<file path="src/rtl/cfirq_pkg.sv">
package cfirq_pkg;
   localparam int LSTS_W = 12;
   localparam logic [LSTS_W-1:0] SRC_VALID = 12'hF0E;
   localparam logic [LSTS_W-1:0] STS_VALID = 12'hF0F;
   localparam int BIT_CARD = 0;
   localparam int GLB_W = 2;
   localparam int OFS_IFST = 'h00;
   localparam int OFS_LSTS = 'h04;
   localparam int OFS_LEN  = 'h08;
   localparam int OFS_GSTS = 'h20;
   localparam int OFS_GSEN = 'h24;
   localparam int OFS_GSIG = 'h28;
   typedef enum logic [2:0] {
      RSEL_NONE, RSEL_IFST, RSEL_LSTS, RSEL_LEN, RSEL_GSTS, RSEL_GSEN, RSEL_GSIG
   } rsel_e;
endpackage

</file>
<file path="src/rtl/cfirq_sync.sv">
module cfirq_sync #(
   parameter int WIDTH = 4,
   parameter int STAGES = 2,
   parameter logic [WIDTH-1:0] RST_VAL = '0
) (
   input  logic             clk,
   input  logic             rst_n,
   input  logic [WIDTH-1:0] d_i,
   output logic [WIDTH-1:0] q_o
);
   logic [WIDTH-1:0] stage_q [STAGES];

   generate
      if (STAGES < 1) begin : g_bad
         $error("cfirq_sync: STAGES must be at least 1");
      end
      for (genvar s = 0; s < STAGES; s++) begin : g_stage
         always_ff @(posedge clk or negedge rst_n) begin
            if (!rst_n) stage_q[s] <= RST_VAL;
            else if (s == 0) stage_q[s] <= d_i;
            else stage_q[s] <= stage_q[(s == 0) ? 0 : s-1];
         end
      end
   endgenerate

   assign q_o = stage_q[STAGES-1];
endmodule

</file>
<file path="src/rtl/cfirq_detect.sv">
module cfirq_detect (
   input  logic       clk,
   input  logic       rst_n,
   input  logic [1:0] det_n_s_i,
   output logic       chg_o
);
   logic seated, seated_q;

   assign seated = (det_n_s_i == 2'b00);

   always_ff @(posedge clk or negedge rst_n) begin
      if (!rst_n) seated_q <= 1'b0;
      else seated_q <= seated;
   end

   assign chg_o = seated ^ seated_q;
endmodule

</file>
<file path="src/rtl/cfirq_local.sv">
module cfirq_local #(
   parameter int W = 12,
   parameter logic [W-1:0] VALID = '1
) (
   input  logic         clk,
   input  logic         rst_n,
   input  logic [W-1:0] evt_i,
   input  logic         wr_sts_i,
   input  logic         wr_en_i,
   input  logic [W-1:0] wdata_i,
   output logic [W-1:0] sts_o,
   output logic [W-1:0] en_o,
   output logic         pend_o
);
   generate
      for (genvar i = 0; i < W; i++) begin : g_bit
         if (VALID[i]) begin : g_live
            logic sts_q, en_q;
            always_ff @(posedge clk or negedge rst_n) begin
               if (!rst_n) begin
                  sts_q <= 1'b0;
                  en_q  <= 1'b0;
               end else begin
                  sts_q <= evt_i[i] | (sts_q & ~(wr_sts_i & wdata_i[i]));
                  if (wr_en_i) en_q <= wdata_i[i];
               end
            end
            assign sts_o[i] = sts_q;
            assign en_o[i]  = en_q;
         end else begin : g_rsvd
            assign sts_o[i] = 1'b0;
            assign en_o[i]  = 1'b0;
         end
      end
   endgenerate

   assign pend_o = |(sts_o & en_o);
endmodule

</file>
<file path="src/rtl/cfirq_global.sv">
module cfirq_global #(
   parameter int W = 2
) (
   input  logic         clk,
   input  logic         rst_n,
   input  logic [W-1:0] req_i,
   input  logic         wr_sts_i,
   input  logic         wr_sen_i,
   input  logic         wr_sig_i,
   input  logic [W-1:0] wdata_i,
   output logic [W-1:0] sts_o,
   output logic [W-1:0] sen_o,
   output logic [W-1:0] sig_o,
   output logic         irq_o
);
   generate
      for (genvar i = 0; i < W; i++) begin : g_bit
         logic sts_q, sen_q, sig_q;
         always_ff @(posedge clk or negedge rst_n) begin
            if (!rst_n) begin
               sts_q <= 1'b0;
               sen_q <= 1'b0;
               sig_q <= 1'b0;
            end else begin
               sts_q <= req_i[i] | (sts_q & ~(wr_sts_i & wdata_i[i]));
               if (wr_sen_i) sen_q <= wdata_i[i];
               if (wr_sig_i) sig_q <= wdata_i[i];
            end
         end
         assign sts_o[i] = sts_q;
         assign sen_o[i] = sen_q;
         assign sig_o[i] = sig_q;
      end
   endgenerate

   assign irq_o = |(sts_o & sen_o & sig_o);
endmodule

</file>
<file path="src/rtl/cfirq_top.sv">
module cfirq_top
   import cfirq_pkg::*;
#(
   parameter int DATA_W = 32,
   parameter int ADDR_W = 6,
   parameter int SYNC_STAGES = 2
) (
   input  logic              clk,
   input  logic              rst_n,
   input  logic              bus_req,
   input  logic              bus_wr,
   input  logic [ADDR_W-1:0] bus_addr,
   input  logic [DATA_W-1:0] bus_wdata,
   output logic [DATA_W-1:0] bus_rdata,
   input  logic [LSTS_W-1:0] evt_pulse_i,
   input  logic [1:0]        card_det_n_i,
   input  logic              card_rdy_i,
   input  logic              io_rdy_i,
   input  logic              sib_req_i,
   output logic              irq_o
);
   localparam int PIN_W = 4;

   generate
      if (DATA_W < LSTS_W) begin : g_bad_dw
         $error("cfirq_top: DATA_W too narrow for local status");
      end
      if (ADDR_W < 6) begin : g_bad_aw
         $error("cfirq_top: ADDR_W too narrow for register map");
      end
      if (SYNC_STAGES < 2) begin : g_bad_sync
         $error("cfirq_top: SYNC_STAGES must be at least 2");
      end
   endgenerate

   logic [PIN_W-1:0] pins_s;
   logic             card_chg;
   logic [LSTS_W-1:0] lsts, len, levt;
   logic              lpend;
   logic [GLB_W-1:0]  gsts, gsen, gsig;
   rsel_e             rsel;
   logic              wr;

   cfirq_sync #(.WIDTH(PIN_W), .STAGES(SYNC_STAGES), .RST_VAL(4'b0011)) u_sync (
      .clk(clk), .rst_n(rst_n),
      .d_i({io_rdy_i, card_rdy_i, card_det_n_i}),
      .q_o(pins_s)
   );

   cfirq_detect u_det (
      .clk(clk), .rst_n(rst_n),
      .det_n_s_i(pins_s[1:0]),
      .chg_o(card_chg)
   );

   always_comb begin
      levt = evt_pulse_i & SRC_VALID;
      levt[BIT_CARD] = card_chg;
   end

   always_comb begin
      rsel = RSEL_NONE;
      if (bus_addr == ADDR_W'(OFS_IFST)) rsel = RSEL_IFST;
      else if (bus_addr == ADDR_W'(OFS_LSTS)) rsel = RSEL_LSTS;
      else if (bus_addr == ADDR_W'(OFS_LEN))  rsel = RSEL_LEN;
      else if (bus_addr == ADDR_W'(OFS_GSTS)) rsel = RSEL_GSTS;
      else if (bus_addr == ADDR_W'(OFS_GSEN)) rsel = RSEL_GSEN;
      else if (bus_addr == ADDR_W'(OFS_GSIG)) rsel = RSEL_GSIG;
   end

   assign wr = bus_req & bus_wr;

   cfirq_local #(.W(LSTS_W), .VALID(STS_VALID)) u_loc (
      .clk(clk), .rst_n(rst_n),
      .evt_i(levt),
      .wr_sts_i(wr && rsel == RSEL_LSTS),
      .wr_en_i(wr && rsel == RSEL_LEN),
      .wdata_i(bus_wdata[LSTS_W-1:0]),
      .sts_o(lsts), .en_o(len), .pend_o(lpend)
   );

   cfirq_global #(.W(GLB_W)) u_glb (
      .clk(clk), .rst_n(rst_n),
      .req_i({sib_req_i, lpend}),
      .wr_sts_i(wr && rsel == RSEL_GSTS),
      .wr_sen_i(wr && rsel == RSEL_GSEN),
      .wr_sig_i(wr && rsel == RSEL_GSIG),
      .wdata_i(bus_wdata[GLB_W-1:0]),
      .sts_o(gsts), .sen_o(gsen), .sig_o(gsig),
      .irq_o(irq_o)
   );

   always_comb begin
      bus_rdata = '0;
      case (rsel)
         RSEL_IFST: begin
            bus_rdata[2] = pins_s[0];
            bus_rdata[3] = pins_s[1];
            bus_rdata[5] = pins_s[2];
            bus_rdata[6] = pins_s[3];
         end
         RSEL_LSTS: bus_rdata[LSTS_W-1:0] = lsts;
         RSEL_LEN:  bus_rdata[LSTS_W-1:0] = len;
         RSEL_GSTS: bus_rdata[GLB_W-1:0]  = gsts;
         RSEL_GSEN: bus_rdata[GLB_W-1:0]  = gsen;
         RSEL_GSIG: bus_rdata[GLB_W-1:0]  = gsig;
         default:   bus_rdata = '0;
      endcase
   end
endmodule

</file>
<file path="config.mk">
export PLATFORM = sky130hd
export DESIGN_NAME = cfirq_top
export DESIGN_NICKNAME = d
export VERILOG_FILES = /design/src/rtl/cfirq_pkg.sv /design/src/rtl/cfirq_sync.sv /design/src/rtl/cfirq_detect.sv /design/src/rtl/cfirq_local.sv /design/src/rtl/cfirq_global.sv /design/src/rtl/cfirq_top.sv
export SDC_FILE = /design/constraint.sdc
export NUM_CORES = 1
export LEC_CHECK = 0
export BUFFER_PORTS_ARGS = -buffer_cell sky130_fd_sc_hd__buf_2
export CAP_MARGIN = 20
export CORE_MARGIN = 1.5
export CORE_UTILIZATION = 50
export CTS_CLUSTER_SIZE = 30
export DETAILED_ROUTE_END_ITERATION = 16
export PLACE_DENSITY = 0.87
export SYNTH_ARGS = -nofsm -noshare
export SYNTH_HDL_FRONTEND = slang
export SYNTH_HIERARCHICAL = 1
export SYNTH_SLANG_ARGS = --single-unit
</file>
<file path="constraint.sdc">
create_clock -name clk -period 2.2 [get_ports clk]
set_input_delay 0.44 -clock clk [delete_from_list [all_inputs] [get_ports clk]]
set_output_delay 0.44 -clock clk [all_outputs]
set_load 0.1 [all_outputs]
</file>
Word-level counts from Yosys, hierarchy flattened

Cells that the tools add are included.

Bits in registers: 31
Bits in latches: 0
RAM bits: 0
Memory bits (read-only): 0
Input bits: 59
Output and inout bits: 33
Word-level logic and storage cells: 100
Memories: 0

$add $sub $neg: 0
$mul: 0
Divide/modulo/power cells: 0
Magnitude comparators: 0
Eq/ne operators: 11
Shifts and indexed selects: 0
Mux-type cells: 10
Bitwise logic cells: 45
Reductions and logical operators: 9

Operators with widths:

| operator                                       | count |
|---|---|
| AND 1 bit                                      | 21 |
| == test 6 bit (second input constant)          | 3 |
| 2-to-1 mux 3 bit                               | 6 |
| AND 12 bit                                     | 1 |
| OR reduction 12 bit                            | 1 |
| inverter 1 bit                                 | 10 |
| OR 1 bit                                       | 10 |
| case mux 2 bit (5 select lines)                | 1 |
| case mux 5 bit (2 select lines)                | 1 |
| == test 3 bit (second input constant)          | 3 |
| == test 3 x 2 -> 1 bit (second input constant) | 2 |
| == test 6 x 3 -> 1 bit (second input constant) | 1 |
| == test 6 x 4 -> 1 bit (second input constant) | 1 |
| logical NOT 6 bit                              | 1 |
| case mux 2 bit (3 select lines)                | 1 |
| logical AND 1 bit                              | 5 |
| AND 2 bit                                      | 2 |
| == test 3 x 1 -> 1 bit (second input constant) | 1 |
| logical NOT 2 bit                              | 1 |
| 2-to-1 mux 2 bit                               | 1 |
| OR reduction 2 bit                             | 1 |
| bitwise XOR 1 bit                              | 1 |

Logic depth before layout (Yosys ltp)

Gate-level depths: netlist of the first run.

Word-level depth: 13
Gate-level depth with buffers: 8
Mapped depth without buffers: 5

Hierarchy

Netlist of the first run, hierarchy kept.

By module, submodules not included:

| module       | times used | cells each | area each (sq um) | seq. area each (sq um) |
|---|---|---|---|---|
| cfirq_local  | 1          | 72         | 847.1             | 400.4 |
| cfirq_top    | 1          | 62         | 504.2             | 0.0 |
| cfirq_global | 1          | 23         | 276.5             | 150.1 |
| cfirq_sync   | 1          | 12         | 235.2             | 205.2 |
| cfirq_detect | 1          | 3          | 40.0              | 25.0 |

Least setup slack after synthesis of the first run

No wires, ideal clock.

Kind: input-to-output
Start: input bus_addr[5]
End: output bus_rdata[2]
Arrival: 2.557 ns
Required time: 1.760 ns
Slack: -0.797 ns
Stages on the path: 4
Buffers on the path: 1
Cell sequence: buf_6 > nor4_4 > or2b_1 > o2bb2ai_1

Longest elaborated chain between the ends: 9
Elaborated cells between the ends (all ways): 16
Classes of those cells: eq/ne: 8; mux: 7; reduce/logical: 1

Ends and longest elaborated chain:

| element                                                          | line            | text |
|---|---|---|
| start, declared                                                  | cfirq_top.sv:12 | `input logic [ADDR_W-1:0] bus_addr,` |
| == test 6 bit                                                    | cfirq_top.sv:68 | `else if (bus_addr == ADDR_W'(OFS_GSIG)) rsel = RSEL_GSIG;` |
| 2-to-1 mux 3 bit                                                 | cfirq_top.sv:68 |  |
| 2-to-1 mux 3 bit                                                 | cfirq_top.sv:67 | `else if (bus_addr == ADDR_W'(OFS_GSEN)) rsel = RSEL_GSEN;` |
| 2-to-1 mux 3 bit                                                 | cfirq_top.sv:66 | `else if (bus_addr == ADDR_W'(OFS_GSTS)) rsel = RSEL_GSTS;` |
| 2-to-1 mux 3 bit                                                 | cfirq_top.sv:65 | `else if (bus_addr == ADDR_W'(OFS_LEN)) rsel = RSEL_LEN;` |
| 2-to-1 mux 3 bit                                                 | cfirq_top.sv:64 | `else if (bus_addr == ADDR_W'(OFS_LSTS)) rsel = RSEL_LSTS;` |
| 2-to-1 mux 3 bit *                                               | cfirq_top.sv:63 | `if (bus_addr == ADDR_W'(OFS_IFST)) rsel = RSEL_IFST;` |
| == test 3 x 2 -> 1 bit or == test 3 x 1 -> 1 bit (tied branches) | cfirq_top.sv:95 | `case (rsel)` |
| case mux 2 bit (3 select lines) *                                | cfirq_top.sv:95 |  |
| end, declared                                                    | cfirq_top.sv:14 | `output logic [DATA_W-1:0] bus_rdata,` |

Every way passes the cells marked *; elsewhere a longest branch is shown, timed or not.

Worst setup path in the final report of the first run

Start: input bus_addr[4]
End: output bus_rdata[2]

Same word-level chain as after synthesis.

==> flow_metrics.tcl, run 1 <==
set metrics [dict create \
    rsz0062_at_grt "no" \
    dp_hpwl_um 2568 \
    path_max_fanout 4 \
    status "finished, final reports clean" \
    cp.required_ns 1.76 \
    synth_area_per_cell_um2 11.06 \
    diodes 0 \
    path_class "input port to output port" \
    antenna_found_initial 0 \
    grt_max_degree 32 \
    max_cap_violations 0 \
    hold_ws_ns 0.1919 \
    path_clk_slew_ns 0.06 \
    arrival_ns 1.68 \
    synth-seq-cells 31 \
    num-nets-final 250 \
    die_area_um2 4185 \
    cts-resized-gates 0 \
    fmax_mhz 471.5 \
    cts_tree "built" \
    nFillCells 311 \
    ctsHoldBuffers 0 \
    dr.pass1.iters 4 \
    startpoint_type "input port" \
    ys_warn_count 6 \
    ir_worst_vdd_v 0.0004622 \
    postLayoutCoreUtil_pct 59.40 \
    portBuffers 40 \
    drc 0 \
    drt_wl_total_um 3322 \
    grt_pass1_vias 1117 \
    drtIter0Drc 43 \
    min_path_type "input port to async pin" \
    period_needed_ns 2.121 \
    die_h_um 64.70 \
    syn_inst 172 \
    layout-drive-gt1-share_pct 41.67 \
    total_leakage_power_nw 0.9814 \
    ys_types 32 \
    synth_flop_cell "dfrtp_1" \
    vias 1180 \
    endpoint_kind "output port" \
    antenna_left 0 \
    clock_latency_ns 0.29 \
    pre_cts_ws_ns 0.02926 \
    grt_pass1_wl_um 5492 \
    maxSlewHeadroom_pct 36.45 \
    root_buffer "clkbuf_8" \
    worst_slack_ns 0.07896 \
    io_pins 92 \
    setup_violations 0 \
    period_share_pct 96.41 \
    hold_viol_final 0 \
    syn-cell-area_um2 1903 \
    overflow 0 \
    ctsHtreeMaxLevel 2 \
    rows 22 \
    gr-usage-all-layers_pct 17.76 \
    post_cts_buffers 0 \
    die_x_um 64.70 \
    vias_per_cell 4.917 \
    power_density_nw_per_um2 659.8 \
    seq_area_frac_synth_pct 41.03 \
    core-area_um2 3661 \
    synth-edff-count 0 \
    fin_worst_skew_ns 0.004711 \
    cts_buffers 5 \
    synthArstFlopShare_pct 100.0 \
    area_delta_synth_final_pct 14.27 \
    place.gp.congestion 0.8249 \
    worst_pin_slew_ns 0.9563 \
    clock_path_buffers 2 \
    initial_core_util_pct 51.98 \
    cts_sinks 31 \
    wl_per_cell_um 13.84 \
    slew_violations 0 \
]
==> per-layer routing <==
layer | up-vias | GRT usage (%) | share of wire [%]
li1 | 551 | - | -
met1 | 580 | 21.73 | 42
met2 | 43 | 29.04 | 50
met3 | 6 | 5.208 | 5.8
met4 | 0 | 7.979 | 1.7
met5 | - | 0 | 0
==> Yosys cell counts (all sizes together), types with 2 or more instances <==
cell	count	area (µm²)
a22o	6	52.55
mux2i	8	80.08
and3	3	20.02
nor3	3	15.01
o2bb2ai	4	35.03
nand3	4	20.02
dfrtp	27	675.7
dfstp	4	105.1
buf	59	451.7
conb	2	7.510
mux2	13	176.4
nand2	12	45.04
a21o	10	75.07
a22oi	4	30.03
nor2	2	10.01
==> critical path, stage by stage <==
cell and delay [ns]:
buf_2 0.12, nor4_4 0.34, or2b_4 0.35, o2bb2ai_2 0.22
buf_12 0.20
==> flip-flops by register name, indices dropped and copies added (netlist names) <==
signal / flops
u_glb/g_bit.sen_q: 2
u_glb/g_bit.sts_q: 2
u_sync/stage_q: 4
u_glb/g_bit.sig_q: 2
u_loc/g_bit.g_live.sts_q: 8
u_sync/q_o: 4
u_det/seated_q: 1
u_loc/g_bit.g_live.en_q: 8
==> through the flow <==
step | std cells | setup TNS [ns] | power [mW] | instance area [µm²]
global route | 240 | 0 | 1.487 | 2175
floorplan | 198 | -0.9727 | 0.9427 | 2062
detailed placement | 232 | 0 | 0.9487 | 2071
CTS | 240 | 0 | 1.448 | 2171
finish | 240 | 0 | 1.435 | 2175
global placement | 232 | 0 | 0.9401 | 2071
==> power breakdown <==
group	total [mW]	internal (mW)	switching, mW	leakage (nW)
Clock	0.496	0.285	0.211	0.0515
Combinational	0.319	0.0765	0.242	0.577
Sequential	0.620	0.600	0.0199	0.352
Total	1.43	0.962	0.473	0.981
==> layout make-up <==
cell class | count | area, µm² | area share [%]
multi-input cells | 107 | 829.5 | 38.15
repair buffers | 45 | 400.4 | 18.41
clock buffers | 8 | 100.1 | 4.603
flip-flops and latches | 31 | 780.7 | 35.90
inverters | 1 | 3.754 | 0.1726
well taps | 48 | 60.06 | 2.762
==> cells by family (layout without fill, tap and decap cells) <==
group	count (synthesis)	in the layout	synth area share (%)
DFF	31	31	41.03
buffers and inverters	60	54	23.93
xor gates and xnor gates	1	1	0.4603
other	2	28	0.3946
AOI/OAI and AO/OA	26	26	10.91
and+or+nand+nor	31	31	9.797
muxes	21	21	13.48
==> final timing paths <==
path,from,end,slack [ns],cells past startpoint
worst min register to register,u_sync/stage_q[7],u_sync/q_o[3],0.36,0
worst min-delay path,rst_n,u_loc/g_bit[2].g_live.en_q,0.19,1
max in group asynchronous,rst_n,u_sync/q_o[3],1.57,1
worst max-delay path,bus_addr[4],bus_rdata[2],0.08,5
min in group clk,card_det_n_i[1],u_sync/stage_q[5],0.25,1
worst max register to register,u_loc/g_bit[0].g_live.en_q,u_glb/g_bit[0].sts_q,1.14,3
==> cells in the final DEF (no fill, tap or decap), types with 2 or more instances in the layout <==
cell type	n
o2bb2ai_2	4
a22o_2	4
nor3_1	3
a21o_1	10
mux2i_1	8
and3_1	2
dfstp_2	4
buf_12	11
clkbuf_8	7
buf_2	30
nand2_1	12
nand3_1	4
mux2_1	4
dfrtp_1	27
buf_4	4
a22oi_1	4
conb_1	28
mux2_4	8
a22o_1	2
No activity file was read; power rests on OpenSTA's default activity.
==> inputs of run 2 (changes only) <==
CTS_BUF_LIST = sky130_fd_sc_hd__clkbuf_4 sky130_fd_sc_hd__clkbuf_8 sky130_fd_sc_hd__clkbuf_16   (was default)
SLEW_MARGIN = 20   (was default)
==> flow_metrics.tcl, run 2 (same netlist as run 1, synthesis figures left out) <==
set metrics [dict create \
    status "finished, final reports clean" \
    gr-usage-all-layers_pct 17.76 \
    swShare_pct 32.65 \
    worst_slack_ns 0.07517 \
    path_max_fanout 4 \
    vias_per_cell 4.900 \
    ir_worst_vdd_v 0.0004637 \
    startpoint_type "input port" \
    fin_worst_skew_ns 0.004939 \
    nFillCells 311 \
    max_cap_violations 0 \
    io_pins 92 \
    mostFrequentLayoutCells "buf_2, conb_1, dfrtp_1, nand2_1, buf_12" \
    path_class "input port to output port" \
    placed_area_um2 2071 \
    postLayoutCoreUtil_pct 59.50 \
    grt_pass1_vias 1117 \
    clock_latency_ns 0.29 \
    vias 1176 \
    power_frac_clock_pct 35.1 \
    die_area_um2 4185 \
    total_leakage_power_nw 0.9848 \
    setup_violations 0 \
    min_path_type "input port to async pin" \
    p_total_mw 1.447 \
    ctsHtreeMaxLevel 2 \
    reg2regPathDepth 3 \
    drtIter0Drc 44 \
    hold_ws_ns 0.1888 \
    stdcell_count 240 \
    portBuffers 40 \
    drc 0 \
    path_clk_slew_ns 0.07 \
    antenna_left 0 \
    grt_pass1_wl_um 5492 \
    num-nets-final 250 \
    p_sw_mw 0.4723 \
    endpoint_kind "output port" \
    antenna_found_initial 0 \
    diodes 0 \
    dr.pass1.iters 4 \
    clock_path_buffers 2 \
    post-place-cells 232 \
    rsz0062_at_grt "no" \
    pre_cts_ws_ns 0.02926 \
    combPwrFrac_pct 22.0 \
    dp_hpwl_um 2568 \
    overflow 0 \
    layout-drive-gt1-share_pct 42.19 \
    cts-resized-gates 0 \
    period_share_pct 96.58 \
    worst_pin_slew_ns 0.9563 \
    period_needed_ns 2.125 \
    final_common_cell "buf_2" \
    drt_wl_total_um 3310 \
    grt_max_degree 32 \
    rows 22 \
    cts_sinks 31 \
    die_h_um 64.70 \
    root_buffer "clkbuf_8" \
    die_x_um 64.70 \
    final_area_um2 2178 \
    wl_per_cell_um 13.79 \
    ctsHoldBuffers 0 \
    area_delta_synth_final_pct 14.46 \
    power_density_nw_per_um2 664.1 \
    post_cts_buffers 0 \
    cp.required_ns 1.76 \
    initial_core_util_pct 51.98 \
    arrival_ns 1.68 \
    place.gp.congestion 0.8249 \
    internal_power_mw 0.9743 \
    core-area_um2 3661 \
    fmax_mhz 470.6 \
    cts_tree "built" \
    hold_viol_final 0 \
    power_frac_seq_pct 42.9 \
    cts_buffers 5 \
    setup_tns_ns 0 \
    maxSlewHeadroom_pct 36.45 \
    top_regs "u_loc/g_bit.g_live.en_q: 8 flops, u_loc/g_bit.g_live.sts_q: 8 flops" \
    slew_violations 0 \
]
run 2: cell counts in the layout (fill, tap and decap cells not counted):
No cell type changed its count.
run 2: final cells by class:
type | instances | area [µm²] | area share, %
sequential | 31 | 780.7 | 35.84
timing repair buffer | 45 | 400.4 | 18.38
multi-input combinational | 107 | 829.5 | 38.08
clock buffer | 8 | 103.9 | 4.767
inverter | 1 | 3.754 | 0.1723
tap | 48 | 60.06 | 2.757
run 2: routing by layer:
| metal | vias to the layer above | GRT usage [%] | part of all wire (%) | wire [µm] |
|---|---|---|---|---|
| met2 | 43 | 29.04 | 50 | 1668 |
| met5 | - | 0 | 0 | 0 |
| met3 | 6 | 5.208 | 5.3 | 176 |
| met4 | 0 | 7.979 | 1.7 | 57 |
| li1 | 551 | - | - | - |
| met1 | 576 | 21.73 | 43 | 1408 |
run 2: path summary, 6_finish.rpt:
| kind | from | end | slack [ns] |
|---|---|---|---|
| worst min-delay path | rst_n | u_glb/g_bit[0].sts_q | 0.19 |
| worst max register to register | u_loc/g_bit[0].g_live.en_q | u_glb/g_bit[0].sts_q | 1.14 |
| max in group asynchronous | rst_n | u_sync/q_o[3] | 1.58 |
| worst max-delay path | bus_addr[4] | bus_rdata[2] | 0.08 |
| worst min register to register | u_sync/stage_q[7] | u_sync/q_o[3] | 0.36 |
| min in group clk | card_det_n_i[1] | u_sync/stage_q[5] | 0.25 |
run 2: power groups by stage:
| stage | Clock, mW | Combinational, mW | Sequential (mW) |
|---|---|---|---|
| 4_1_cts | 0.520 | 0.319 | 0.620 |
| 3_5_place_dp | 0 | 0.319 | 0.630 |
| 5_1_grt | 0.544 | 0.334 | 0.623 |
| 6_report | 0.508 | 0.318 | 0.620 |
| 3_3_place_gp | 0 | 0.313 | 0.627 |
| 2_1_floorplan | 0 | 0.320 | 0.623 |
run 2: worst max-delay path, stage by stage:
cell and delay (ns):
buf_2 0.12, nor4_4 0.34, or2b_4 0.35, o2bb2ai_2 0.22, buf_12 0.20
